### config.mk
export PLATFORM = sky130hd
export DESIGN_NAME = irq_req_ctrl
export DESIGN_NICKNAME = d
export VERILOG_FILES = /design/src/rtl/irq_pkg.sv /design/src/rtl/irq_pend_arb.sv /design/src/rtl/irq_msg_fmt.sv /design/src/rtl/irq_hold_cnt.sv /design/src/rtl/irq_req_ctrl.sv
export SDC_FILE = /design/constraint.sdc
export NUM_CORES = 1
export LEC_CHECK = 0
export ABC_CLOCK_PERIOD_IN_PS = 4540
export BUFFER_PORTS_ARGS = -buffer_cell sky130_fd_sc_hd__buf_2
export CORE_ASPECT_RATIO = 0.5
export CORE_MARGIN = 2
export CORE_UTILIZATION = 49
export CTS_CLUSTER_SIZE = 28
export DETAILED_ROUTE_END_ITERATION = 10
export PLACE_DENSITY = 0.89
export SYNTH_ARGS = -nofsm -noshare
export SYNTH_HDL_FRONTEND = slang
export SYNTH_SLANG_ARGS = --single-unit
export TNS_END_PERCENT = 50
### constraint.sdc
create_clock -name clk -period 4.54 [get_ports clk]
set_input_delay 0.227 -clock clk [delete_from_list [all_inputs] [get_ports clk]]
set_output_delay 0.227 -clock clk [all_outputs]
set_load 0.02 [all_outputs]
### src/rtl/irq_pkg.sv
package irq_pkg;
    typedef enum logic [1:0] {
        ST_IDLE     = 2'd0,
        ST_SEND     = 2'd1,
        ST_LEG_HOLD = 2'd2,
        ST_LEG_ON   = 2'd3
    } irq_state_e;

    localparam int STAT_W        = 82;
    localparam int STAT_MASTER   = 81;
    localparam int STAT_MSI_EN   = 80;
    localparam int STAT_DATA_LSB = 64;
    localparam int MSG_DATA_W    = 16;
    localparam int MSG_ADDR_W    = 64;
    localparam int MC_EXP_LSB    = 4;
    localparam int MC_EXP_W      = 3;
    localparam int MX_ENABLE     = 15;
    localparam int MX_FMASK      = 14;
endpackage

### src/rtl/irq_pend_arb.sv
module irq_pend_arb #(
    parameter int NUM_VEC = 8,
    parameter int VW      = (NUM_VEC > 1) ? $clog2(NUM_VEC) : 1
) (
    input  logic               clk,
    input  logic               rst_n,
    input  logic [NUM_VEC-1:0] set_i,
    input  logic               clr_en_i,
    input  logic [VW-1:0]      clr_idx_i,
    output logic               any_o,
    output logic [VW-1:0]      pick_o
);
    logic [NUM_VEC-1:0] pend_q;
    logic [NUM_VEC-1:0] clr_mask;

    always_comb begin
        clr_mask = '0;
        for (int i = 0; i < NUM_VEC; i++) begin
            if (clr_en_i && (clr_idx_i == VW'(i))) clr_mask[i] = 1'b1;
        end
    end

    always_ff @(posedge clk) begin
        if (!rst_n) pend_q <= '0;
        else        pend_q <= (pend_q & ~clr_mask) | set_i;
    end

    // lowest index wins: scan downward so the last hit is the smallest
    always_comb begin
        pick_o = '0;
        for (int i = NUM_VEC - 1; i >= 0; i--) begin
            if (pend_q[i]) pick_o = VW'(i);
        end
    end

    assign any_o = |pend_q;
endmodule

### src/rtl/irq_msg_fmt.sv
module irq_msg_fmt #(
    parameter int VW     = 3,
    parameter int DATA_W = 16,
    parameter int EXP_W  = 3
) (
    input  logic [DATA_W-1:0] base_i,
    input  logic [EXP_W-1:0]  exp_i,
    input  logic [VW-1:0]     vec_i,
    output logic [DATA_W-1:0] data_o
);
    logic [DATA_W-1:0] low_mask;
    logic [DATA_W-1:0] vec_ext;

    always_comb begin
        low_mask = (DATA_W'(1) << exp_i) - DATA_W'(1);
        vec_ext  = DATA_W'(vec_i);
        data_o   = (base_i & ~low_mask) | (vec_ext & low_mask);
    end
endmodule

### src/rtl/irq_hold_cnt.sv
module irq_hold_cnt #(
    parameter int MIN_HOLD = 5,
    parameter int CW       = $clog2(MIN_HOLD + 1)
) (
    input  logic clk,
    input  logic rst_n,
    input  logic start_i,
    output logic done_o
);
    logic [CW-1:0] cnt_q;

    always_ff @(posedge clk) begin
        if (!rst_n)        cnt_q <= '0;
        else if (start_i)  cnt_q <= '0;
        else if (!done_o)  cnt_q <= cnt_q + CW'(1);
    end

    assign done_o = (cnt_q == CW'(MIN_HOLD - 1));
endmodule

### src/rtl/irq_req_ctrl.sv
module irq_req_ctrl
    import irq_pkg::*;
#(
    parameter int NUM_VEC  = 8,
    parameter int MIN_HOLD = 5
) (
    input  logic               clk,
    input  logic               rst_n,
    input  logic [NUM_VEC-1:0] evt_i,
    input  logic [81:0]        cfg_status_i,
    input  logic [15:0]        msi_ctrl_i,
    input  logic [15:0]        msix_ctrl_i,
    input  logic               legacy_clr_i,
    input  logic               wr_ready_i,
    output logic               wr_valid_o,
    output logic [63:0]        wr_addr_o,
    output logic [15:0]        wr_data_o,
    output logic               legacy_req_o
);
    localparam int VW = (NUM_VEC > 1) ? $clog2(NUM_VEC) : 1;

    irq_state_e state_q, state_d;

    logic                  msi_ok, msix_hold, issue_ok, leg_ok, leg_set;
    logic                  handshake, hold_start, hold_done;
    logic                  pend_any, leg_pend_q;
    logic [NUM_VEC-1:0]    msi_set;
    logic [VW-1:0]         pick, vec_q;
    logic [MSG_DATA_W-1:0] fmt_data, data_q;
    logic [MSG_ADDR_W-1:0] addr_q;
    logic                  unused_ok;

    assign unused_ok = ^{msi_ctrl_i[15:7], msi_ctrl_i[3:0], msix_ctrl_i[13:0]};

    assign msi_ok    = cfg_status_i[STAT_MASTER] & cfg_status_i[STAT_MSI_EN];
    assign msix_hold = msix_ctrl_i[MX_ENABLE] & msix_ctrl_i[MX_FMASK];
    assign issue_ok  = msi_ok & ~msix_hold;
    assign leg_ok    = ~cfg_status_i[STAT_MSI_EN] & ~msix_ctrl_i[MX_ENABLE];
    assign msi_set   = msi_ok ? evt_i : '0;
    assign leg_set   = ~msi_ok & (|evt_i);
    assign handshake = (state_q == ST_SEND) & wr_ready_i;

    irq_pend_arb #(.NUM_VEC(NUM_VEC), .VW(VW)) u_arb (
        .clk       (clk),
        .rst_n     (rst_n),
        .set_i     (msi_set),
        .clr_en_i  (handshake),
        .clr_idx_i (vec_q),
        .any_o     (pend_any),
        .pick_o    (pick)
    );

    irq_msg_fmt #(.VW(VW), .DATA_W(MSG_DATA_W), .EXP_W(MC_EXP_W)) u_fmt (
        .base_i (cfg_status_i[STAT_DATA_LSB +: MSG_DATA_W]),
        .exp_i  (msi_ctrl_i[MC_EXP_LSB +: MC_EXP_W]),
        .vec_i  (pick),
        .data_o (fmt_data)
    );

    irq_hold_cnt #(.MIN_HOLD(MIN_HOLD)) u_hold (
        .clk     (clk),
        .rst_n   (rst_n),
        .start_i (hold_start),
        .done_o  (hold_done)
    );

    // legacy pending flag: a new event wins over a software clear
    always_ff @(posedge clk) begin
        if (!rst_n) leg_pend_q <= 1'b0;
        else        leg_pend_q <= (leg_pend_q & ~legacy_clr_i) | leg_set;
    end

    // next-state decision
    always_comb begin
        state_d = state_q;
        unique case (state_q)
            ST_IDLE: begin
                if (pend_any && issue_ok)      state_d = ST_SEND;
                else if (leg_pend_q && leg_ok) state_d = ST_LEG_HOLD;
            end
            ST_SEND: begin
                if (wr_ready_i) state_d = ST_IDLE;
            end
            ST_LEG_HOLD: begin
                if (hold_done) state_d = leg_pend_q ? ST_LEG_ON : ST_IDLE;
            end
            ST_LEG_ON: begin
                if (!leg_pend_q) state_d = ST_IDLE;
            end
            default: state_d = ST_IDLE;
        endcase
    end

    assign hold_start = (state_q == ST_IDLE) && (state_d == ST_LEG_HOLD);

    // state register
    always_ff @(posedge clk) begin
        if (!rst_n) state_q <= ST_IDLE;
        else        state_q <= state_d;
    end

    // request capture when a write is launched
    always_ff @(posedge clk) begin
        if (!rst_n) begin
            vec_q  <= '0;
            addr_q <= '0;
            data_q <= '0;
        end else if ((state_q == ST_IDLE) && (state_d == ST_SEND)) begin
            vec_q  <= pick;
            addr_q <= cfg_status_i[MSG_ADDR_W-1:0];
            data_q <= fmt_data;
        end
    end

    // outputs decoded from state
    always_comb begin
        wr_valid_o   = 1'b0;
        legacy_req_o = 1'b0;
        unique case (state_q)
            ST_IDLE:     ;
            ST_SEND:     wr_valid_o   = 1'b1;
            ST_LEG_HOLD: legacy_req_o = 1'b1;
            ST_LEG_ON:   legacy_req_o = 1'b1;
            default:     ;
        endcase
        wr_addr_o = addr_q;
        wr_data_o = data_q;
    end
endmodule

=== After elaboration in Yosys (flattened, before gate mapping) ===
Cells that the tools add are included.

* Bits of input ports: 126
* Word-level logic and storage cells: 88
* Output and inout port bits: 82
* Register bits after elaboration: 97

* Equal/unequal tests: 13
* Mux-type cells: 26
* Shifts and indexed selects: 1
* Add/subtract/negate cells: 2
* Reduce and logical (&&, ||, !) cells: 18
* Bitwise operators: 21

{| class="wikitable"
|+ Operator list
! cell !! number
|-
| 3-bit two-way mux || 8
|-
| 16-bit bitwise AND || 1
|-
| 3-bit by 16-bit bitwise AND with 16-bit output || 1
|-
| 16-bit inverter || 1
|-
| 16-bit bitwise OR || 1
|-
| 8-bit OR reduction || 2
|-
| 1-bit by 3-bit << shifter with 16-bit output, first input constant || 1
|-
| 16-bit by 2-bit subtractor with 16-bit output, second input constant || 1
|-
| 3-bit equality test, second input constant || 5
|-
| 1-bit logical AND || 12
|-
| 2-bit two-way mux || 6
|-
| 1-bit two-way mux || 10
|-
| 8-bit bitwise AND || 1
|-
| 8-bit two-way mux || 1
|-
| 8-bit inverter || 1
|-
| 8-bit bitwise OR || 1
|-
| 2-bit one-hot mux with 4 select lines || 1
|-
| 1-bit bitwise AND || 7
|-
| 2-bit equality test, second input constant || 3
|-
| 3-bit by 2-bit equality test with 1-bit output, second input constant || 2
|-
| 1-bit inverter || 6
|-
| 2-bit by 1-bit equality test with 1-bit output, second input constant || 2
|-
| 2-bit OR reduction || 2
|-
| 3-bit by 1-bit adder with 3-bit output, second input constant || 1
|-
| other kinds (4) || 4
|}

=== Depth between registers and ports, before layout ===
Gate-level depths: netlist of run 1.

* Word-level depth: 10
* Gate-level depth with buffers: 8
* Gate-level depth less buffers: 7

=== By module ===
From an unflattened synthesis of run 1, not the netlist that was laid out.

* Cell total of the unflattened synthesis: 495
* Area, all modules: 4421.7 um^2

{| class="wikitable"
|+ Modules (own cells, without submodules)
! module !! cells each !! times used !! sequential area each (um^2) !! area an instance (um^2)
|-
| irq_req_ctrl || 394 || 1 || 1721.7 || 3617.2
|-
| irq_pend_arb || 48 || 1 || 160.2 || 384.1
|-
| irq_msg_fmt || 35 || 1 || 0.0 || 252.7
|-
| irq_hold_cnt || 18 || 1 || 60.1 || 167.7
|}

=== Worst setup path before layout of run 1 ===
No wires, ideal clock.

* Kind: register to register
* Start: register u_arb.pend_q[6]
* End: register data_q[2], in the netlist wr_data_o[2]
* Arrival time: 1.644 ns
* Clock period less this slack: 1.766 ns
* Path buffers: 2
* Stages on the path, launching flop included: 7
* Required time: 4.419 ns
* Slack: 2.774 ns
* Setup time: 0.121 ns
* Path through: dfxtp_1 or4_4 o2111a_1 buf_2 buf_2 o21ai_0 a21oi_1

* Word-level cells in the longest chain between the ends: 9
* Elaborated cells between the ends (all ways): 15
* Those cells by class: 1 x eq/ne; 9 x mux; 2 x bitwise; 3 x reduce/logical

{| class="wikitable"
|+ RTL lines
! what !! RTL line !! RTL
|-
| start: declaration || irq_pend_arb.sv:13 || <nowiki>logic [NUM_VEC-1:0] pend_q;</nowiki>
|-
| start signal: assignment || irq_pend_arb.sv:25 || <nowiki>else pend_q <= (pend_q & ~clr_mask) | set_i;</nowiki>
|-
| 3-bit two-way mux (7 in a row) || irq_pend_arb.sv:32 || <nowiki>if (pend_q[i]) pick_o = VW'(i);</nowiki>
|-
| 3-bit by 16-bit bitwise AND with 16-bit output || irq_msg_fmt.sv:17 || <nowiki>data_o = (base_i & ~low_mask) | (vec_ext & low_mask);</nowiki>
|-
| 16-bit bitwise OR || irq_msg_fmt.sv:17 ||
|-
| end signal: assignment || irq_req_ctrl.sv:111 || <nowiki>data_q <= fmt_data;</nowiki>
|-
| end: declaration || irq_req_ctrl.sv:29 || <nowiki>logic [MSG_DATA_W-1:0] fmt_data, data_q;</nowiki>
|}

Parallel ways exist; a longest one is shown, timed or not.
A chain may end at the register's enable or synchronous reset.

=== Worst setup path in the final report of run 1 ===
* Start: register u_arb.pend_q[6]
* End: register addr_q[2], in the netlist wr_addr_o[2]

* Word-level cells in the longest chain between the ends: 6

{| class="wikitable"
|+ RTL lines
! what !! RTL line !! RTL
|-
| 8-bit OR reduction || irq_pend_arb.sv:36 || <nowiki>assign any_o = |pend_q;</nowiki>
|-
| 1-bit logical AND || irq_req_ctrl.sv:78 || <nowiki>if (pend_any && issue_ok) state_d = ST_SEND;</nowiki>
|-
| 2-bit two-way mux || irq_req_ctrl.sv:78 ||
|-
| 2-bit one-hot mux with 4 select lines || irq_req_ctrl.sv:76 || <nowiki>unique case (state_q)</nowiki>
|-
| 2-bit by 1-bit equality test with 1-bit output || irq_req_ctrl.sv:108 || <nowiki>end else if ((state_q == ST_IDLE) && (state_d == ST_SEND)) begin</nowiki>
|-
| 1-bit logical AND || irq_req_ctrl.sv:108 ||
|-
| end signal: assignment || irq_req_ctrl.sv:110 || <nowiki>addr_q <= cfg_status_i[MSG_ADDR_W-1:0];</nowiki>
|-
| end: declaration || irq_req_ctrl.sv:30 || <nowiki>logic [MSG_ADDR_W-1:0] addr_q;</nowiki>
|}

Every way passes these cells.

==> results.cfg, run 1 <==
[route]
num_vias = 3724
drt-pass1-iter-count = 4
drt_iter0_drc = 212
finalWirelength_um = 9710
avgViaCountPerCell = 4.91
detail-route-antenna-nets = 0
route.detailed.drc = 0
wl_per_cell_um = 12.8

[synthesis]
synth_adder_area_share = 0.0125
synth_fp_nets = 608
synth_mux_area_frac = 0.00250
syn_area_per_cell_um2 = 8.39
synth-simple-area-share = 0.218
synth_compound_area_frac = 0.223
yosysTopAreaCell = dfxtp_1
async_reset_ff_frac = 0
synth.most_common_cell = nand2_1
synthFlopType = dfxtp_1
synth-seq-cells = 97
synth_top_area_share = 0.484
synthXorXnorAreaFrac = 0.00655
yosys.cell_types.count = 34
synth_edf_count = 0
synth_top_family_by_area = compound AO/OA/AOI/OAI gates
netlist_area_mm2 = 0.00401
syn_inst = 478
synth_common_cells = nand2_1 (165), dfxtp_1 (97), a21boi_1 (77), clkbuf_1 (17), o21ai_0 (15)
yosysSeqAreaShare = 0.484
yosys-top-cells-area = dfxtp_1 (48%), nand2_1 (15%), a21boi_1 (14%)
ys_warn_count = 0

[worst_setup_path]
required_ps = 4810
crit_arrival_ps = 2850
crit_type = reg2reg
rr_worst_depth = 5
r2r_start = u_arb.pend_q[6]$_SDFF_PN0_
cp-start-kind = flip-flop
end_kind = flip-flop
r2r_end = wr_addr_o[2]$_SDFFE_PN0P_
cp_max_fo = 38
regToRegSetupSlack_ps = 1960

[clock_tree]
numCtsBuffers = 9
cts-resized-gates = 0
clk_latency_ps = 340
cts.sinks = 97
cts.reportedPaths.clkPinSlew_ps = 70
htreeDepth = 3
cts_setup_buffers = 0
cts_tree = yes
clk_path_buf_depth = 2
root_buffer = clkbuf_16
holdBufCountCts = 0

[floorplan]
core_mm2 = 0.00797
fp.dieH_um = 68.0
row_count = 23
dieArea_mm2 = 0.00897
start_util = 0.503
io_pins = 208
die_x_um = 132

[place]
gp_congestion = 0.781
dp_hpwl_um = 6850
dpl-instance-area_mm2 = 0.00490
portBuffers = 180

[sta]
fin_crit_ps = 2580
setup_violations = 0
finalHoldViolCount = 0
worstMarginPinSlew_ps = 998
finalCritPeriodShare = 0.569
slew_headroom = 0.334
rsz0062_at_grt = no
setup_tns_ps = 0
drv_slew = 0
fmax_mhz = 387
clock_skew_ps = 7.43

[power]
finalPower_mw = 1.97
p_leak_nw = 2.32
power.density_mw_per_mm2 = 378
irDropWorstVdd_mv = 0.206

[grt]
grtUsageMet3 = 0.0444
use_met1 = 0.216
grt_max_degree = 77
grt_pass1_wl_um = 15200
grt_util_all_layers = 0.212
gr-usage-met2 = 0.430
grt_pass1_vias = 3497
busiest_layer = met2
antenna_found_initial = 0
grt-ovfl-total = 0

[worst_hold_path]
worstHoldEndpoint = wr_addr_o[33]$_SDFFE_PN0P_
min_path_type = in2reg
hold-path-cell-count = 3
hold_start = cfg_status_i[33]

[job]
maxCapViolCount = 0

[status]
status = completed

[cells_and_area]
final_nets = 772
diodes = 0
layout-drive-gt1-share = 0.314
nFillCells = 697
area_delta_synth_final_pct = 29.8
design_area_mm2 = 0.00521
## per-stage QoR
step                utilization  setup WS (ps)  hold WS [ps]  std cells
finish                    0.653           1960           115        759
global route              0.653           1770           115        759
CTS                       0.653           1910           106        759
detailed placement        0.615           1920           442        743
global placement          0.615           2000           435        743
floorplan                     -           2770           362        478
## layer usage
| metal | share of wire | vias up |
|---|---|---|
| li1 | - | 1915 |
| met1 | 0.42 | 1701 |
| met2 | 0.52 | 91 |
| met3 | 0.048 | 17 |
| met4 | 0.020 | 0 |
| met5 | 0 | - |
## cell families (layout without fill, tap and decap cells)
family	after synthesis	after routing
AO/OA/AOI/OAI	124	124
XOR/XNOR	3	3
adder cells (fa/ha/maj)	4	4
buffers and inverters	39	208
flip-flops	97	97
multiplexers	1	1
AND/OR/NAND/NOR	210	210
## how the worst max path moves through the flow
stage | startpoint | end | slack (ps) | depth (start not counted)
final | u_arb.pend_q[6]$_SDFF_PN0_ | wr_addr_o[2]$_SDFFE_PN0P_ | 1960 | 5
after CTS | u_arb.pend_q[6]$_SDFF_PN0_ | wr_addr_o[2]$_SDFFE_PN0P_ | 1910 | 5
after global routing | u_arb.pend_q[3]$_SDFF_PN0_ | wr_addr_o[7]$_SDFFE_PN0P_ | 1770 | 5
after detailed placement | u_arb.pend_q[6]$_SDFF_PN0_ | wr_addr_o[2]$_SDFFE_PN0P_ | 1920 | 5
after floorplan | u_arb.pend_q[6]$_SDFF_PN0_ | wr_data_o[2]$_SDFFE_PN0P_ | 2770 | 6
after global placement | u_arb.pend_q[6]$_SDFF_PN0_ | wr_addr_o[55]$_SDFFE_PN0P_ | 2000 | 5
## state kept, by name (all words and copies together), names as in the netlist
| signal | flops |
|---|---|
| u_arb.pend_q | 8 |
| vec_q | 3 |
| wr_data_o | 16 |
| leg_pend_q | 1 |
| u_hold.cnt_q | 3 |
| wr_addr_o | 64 |
| state_q | 2 |
## area by class of cell
type | count | area (um^2) | area share
Sequential cell | 97 | 1940 | 0.373
Multi-Input combinational cell | 342 | 1860 | 0.357
Timing Repair Buffer | 184 | 931 | 0.179
Clock buffer | 12 | 256 | 0.0493
Tap cell | 112 | 140 | 0.0269
Clock inverter | 4 | 51.3 | 0.00985
Inverter | 8 | 30.0 | 0.00577
## critical path, cell delays in order (launching register included)
cell       delay (ps)
dfxtp_1           330
or4_4             580
o2111ai_4         820
buf_4             490
nand2_1           110
a21boi_1          170
## power breakdown
part	internal [mW]	switching (mW)
Clock	0.457	0.315
Sequential	0.894	0.0256
Combinational	0.113	0.164
Total	1.46	0.504
## cell usage in the layout, fill, tap and decap left out, drive strengths merged, types with 2 or more instances in the layout
cell type,instances
inv,8
dfxtp,97
and2,2
nor2,10
or4,2
a21boi,87
a21oi,9
nand2b,3
nand3,12
o211ai,2
nand2,165
ha,4
o31ai,3
clkinv,2
nor3,3
xor2,2
o2111ai,3
nor2b,3
o21ai,15
o21a,2
buf,184
nor4,2
clkbuf,12
nand3b,5
Power figures use the tool's default switching activity.
==> run 2, diff against run 1 <==
--- a/config.mk
+++ b/config.mk
@@ -5,14 +5,14 @@
 export SDC_FILE = /design/constraint.sdc
 export NUM_CORES = 1
 export LEC_CHECK = 0
-export ABC_CLOCK_PERIOD_IN_PS = 4540
+export ABC_CLOCK_PERIOD_IN_PS = 2140
 export BUFFER_PORTS_ARGS = -buffer_cell sky130_fd_sc_hd__buf_2
 export CORE_ASPECT_RATIO = 0.5
 export CORE_MARGIN = 2
-export CORE_UTILIZATION = 49
+export CORE_UTILIZATION = 41
 export CTS_CLUSTER_SIZE = 28
 export DETAILED_ROUTE_END_ITERATION = 10
-export PLACE_DENSITY = 0.89
+export PLACE_DENSITY = 0.79
 export SYNTH_ARGS = -nofsm -noshare
 export SYNTH_HDL_FRONTEND = slang
 export SYNTH_SLANG_ARGS = --single-unit
==> constraint.sdc (replaced) <==
create_clock -name clk -period 2.14 [get_ports clk]
set_input_delay 0.107 -clock clk [delete_from_list [all_inputs] [get_ports clk]]
set_output_delay 0.107 -clock clk [all_outputs]
set_load 0.02 [all_outputs]
==> run 2 against run 1 <==
Against the previous run: sequential cell count is the same; via count grew 8.6%; die area grew 19%; hold slack lost 100 ps; register-to-register slack lost 1800 ps.
==> results.cfg, run 2 (same netlist as run 1, synthesis figures left out) <==
[cells_and_area]
layout-drive-gt1-share = 0.292
layout_commonest_cell = buf_2
area_delta_synth_final_pct = 44.6
largest_reg_flops = 64
design_area_mm2 = 0.00580
final_cell_mix = buf_2 (180), nand2_1 (165), dfxtp_1 (97)
diodes = 0
final_nets = 826

[worst_setup_path]
crit_path_end = wr_addr_o[44]$_SDFFE_PN0P_
path_cells = or4_4 > o2111a_2 > buf_12 > nand2_1 > a21boi_1
cp-start-kind = flip-flop
regToRegSetupSlack_ps = 180
cp_max_fo = 44
end_kind = flip-flop
r2r_end = wr_addr_o[44]$_SDFFE_PN0P_
critPathLaunch = u_arb.pend_q[3]$_SDFF_PN0_
rr_worst_depth = 5
crit_type = reg2reg
r2r_start = u_arb.pend_q[3]$_SDFF_PN0_
required_ps = 2370
cp_slowest_cell = or4_4
critical_path.max_stage_delay_ps = 610
crit_arrival_ps = 2190

[sta]
setup_ws_ps = 178
slew_headroom = 0.492
finalCritPeriodShare = 0.917
rsz0062_at_grt = no
clock_skew_ps = 5.88
fin_crit_ps = 1960
setup_violations = 0
fmax_mhz = 510
worstMarginPinSlew_ps = 762
finalHoldViolCount = 0
drv_slew = 0
setup_tns_ps = 0

[route]
num_vias = 4044
route.detailed.drc = 0
finalWirelength_um = 11600
drt_iter0_drc = 222
avgViaCountPerCell = 4.84
detail-route-antenna-nets = 0
drt-pass1-iter-count = 4
wl_per_cell_um = 13.9

[floorplan]
core_mm2 = 0.00948
io_pins = 208
start_util = 0.423
row_count = 25
die_x_um = 144
fp.dieH_um = 73.9
dieArea_mm2 = 0.0106

[clock_tree]
cts-resized-gates = 0
root_buffer = clkbuf_16
cts_setup_buffers = 0
cts_tree = yes
cts.sinks = 97
cts.reportedPaths.clkPinSlew_ps = 70
clk_latency_ps = 340
htreeDepth = 3
numCtsBuffers = 9
clk_path_buf_depth = 2

[place]
portBuffers = 180
gp_congestion = 0.805
dp_hpwl_um = 6770
dpl-instance-area_mm2 = 0.00497
pre_cts_ws_ps = 101

[worst_hold_path]
min_path_type = in2reg

[grt]
busiest_layer = met2
grtUsageMet3 = 0.0567
antenna_found_initial = 0
grt_max_degree = 97
grt-ovfl-total = 0
grt_pass1_vias = 3796
gr-usage-met2 = 0.378
grt_pass1_wl_um = 17200
grt_util_all_layers = 0.203
use_met1 = 0.218

[power]
p_leak_nw = 2.57
power.density_mw_per_mm2 = 732
irDropWorstVdd_mv = 0.435

[status]
status = completed

[job]
maxCapViolCount = 0
-- run 2: cell count changes in the layout (fill, tap and decap cells not counted) --
cell,change
clkinvlp_4,-1
dlygate4sd3_1,+52
clkinv_2,+2
buf_12,+3
clkbuf_1,-1
buf_4,-2
o2111a_1,+1
clkinv_4,+2
clkbuf_8,-2
-- run 2: area by class of cell --
| type | instances | area, um^2 |
|---|---|---|
| sequential | 97 | 1940 |
| fill | 852 | 3680 |
| clock inverter | 7 | 71.3 |
| inverter | 8 | 30.0 |
| multi-input combinational | 343 | 1870 |
| clock buffer | 9 | 225 |
| timing repair buffer | 237 | 1500 |
| tap | 135 | 169 |
-- run 2: what timing repair did --
action,CTS,global route
setup endpoints to repair,0,6
hold endpoints to repair,51,1
hold buffers,51,1
-- run 2: report_power, final --
| part | switching (mW) | internal [mW] | leakage [nW] |
|---|---|---|---|
| clock | 0.687 | 0.906 | 0.149 |
| combinational | 0.388 | 0.315 | 1.63 |
| sequential | 0.0550 | 1.90 | 0.788 |
-- run 2: per-layer routing --
| layer | vias up | wire, um |
|---|---|---|
| li1 | 2027 | - |
| met1 | 1860 | 4760 |
| met2 | 119 | 5940 |
| met3 | 38 | 534 |
| met4 | 0 | 350 |
| met5 | - | 0 |
-- run 2: worst max-delay path, delay by kind of cell, from the launching register on --
family          cells  cell delay (ps)
compound gates      2              530
simple gates        2              710
flops               1              340
buf+inv             1              260
-- run 2: stage by stage --
stage / util / power (mW) / std cells / hold slack (ps)
after floorplan: - / 2.37 / 478 / 242
after global placement: 0.525 / 2.58 / 767 / 346
after detailed placement: 0.525 / 2.59 / 767 / 351
after CTS: 0.610 / 4.27 / 834 / 0.0444
after global routing: 0.612 / 4.45 / 836 / 2.59
final: 0.612 / 4.25 / 836 / 10.3
-- run 2: worst min path at each step --
stage	from	to	slack (ps)	depth (start not counted)
2_1_floorplan	cfg_status_i[0]	wr_addr_o[0]$_SDFFE_PN0P_	240	2
3_3_place_gp	cfg_status_i[24]	wr_addr_o[24]$_SDFFE_PN0P_	350	3
3_5_place_dp	cfg_status_i[41]	wr_addr_o[41]$_SDFFE_PN0P_	350	3
4_1_cts	cfg_status_i[8]	wr_addr_o[8]$_SDFFE_PN0P_	0.04	3
5_1_grt	cfg_status_i[8]	wr_addr_o[8]$_SDFFE_PN0P_	3	3
6_report	cfg_status_i[8]	wr_addr_o[8]$_SDFFE_PN0P_	10	3
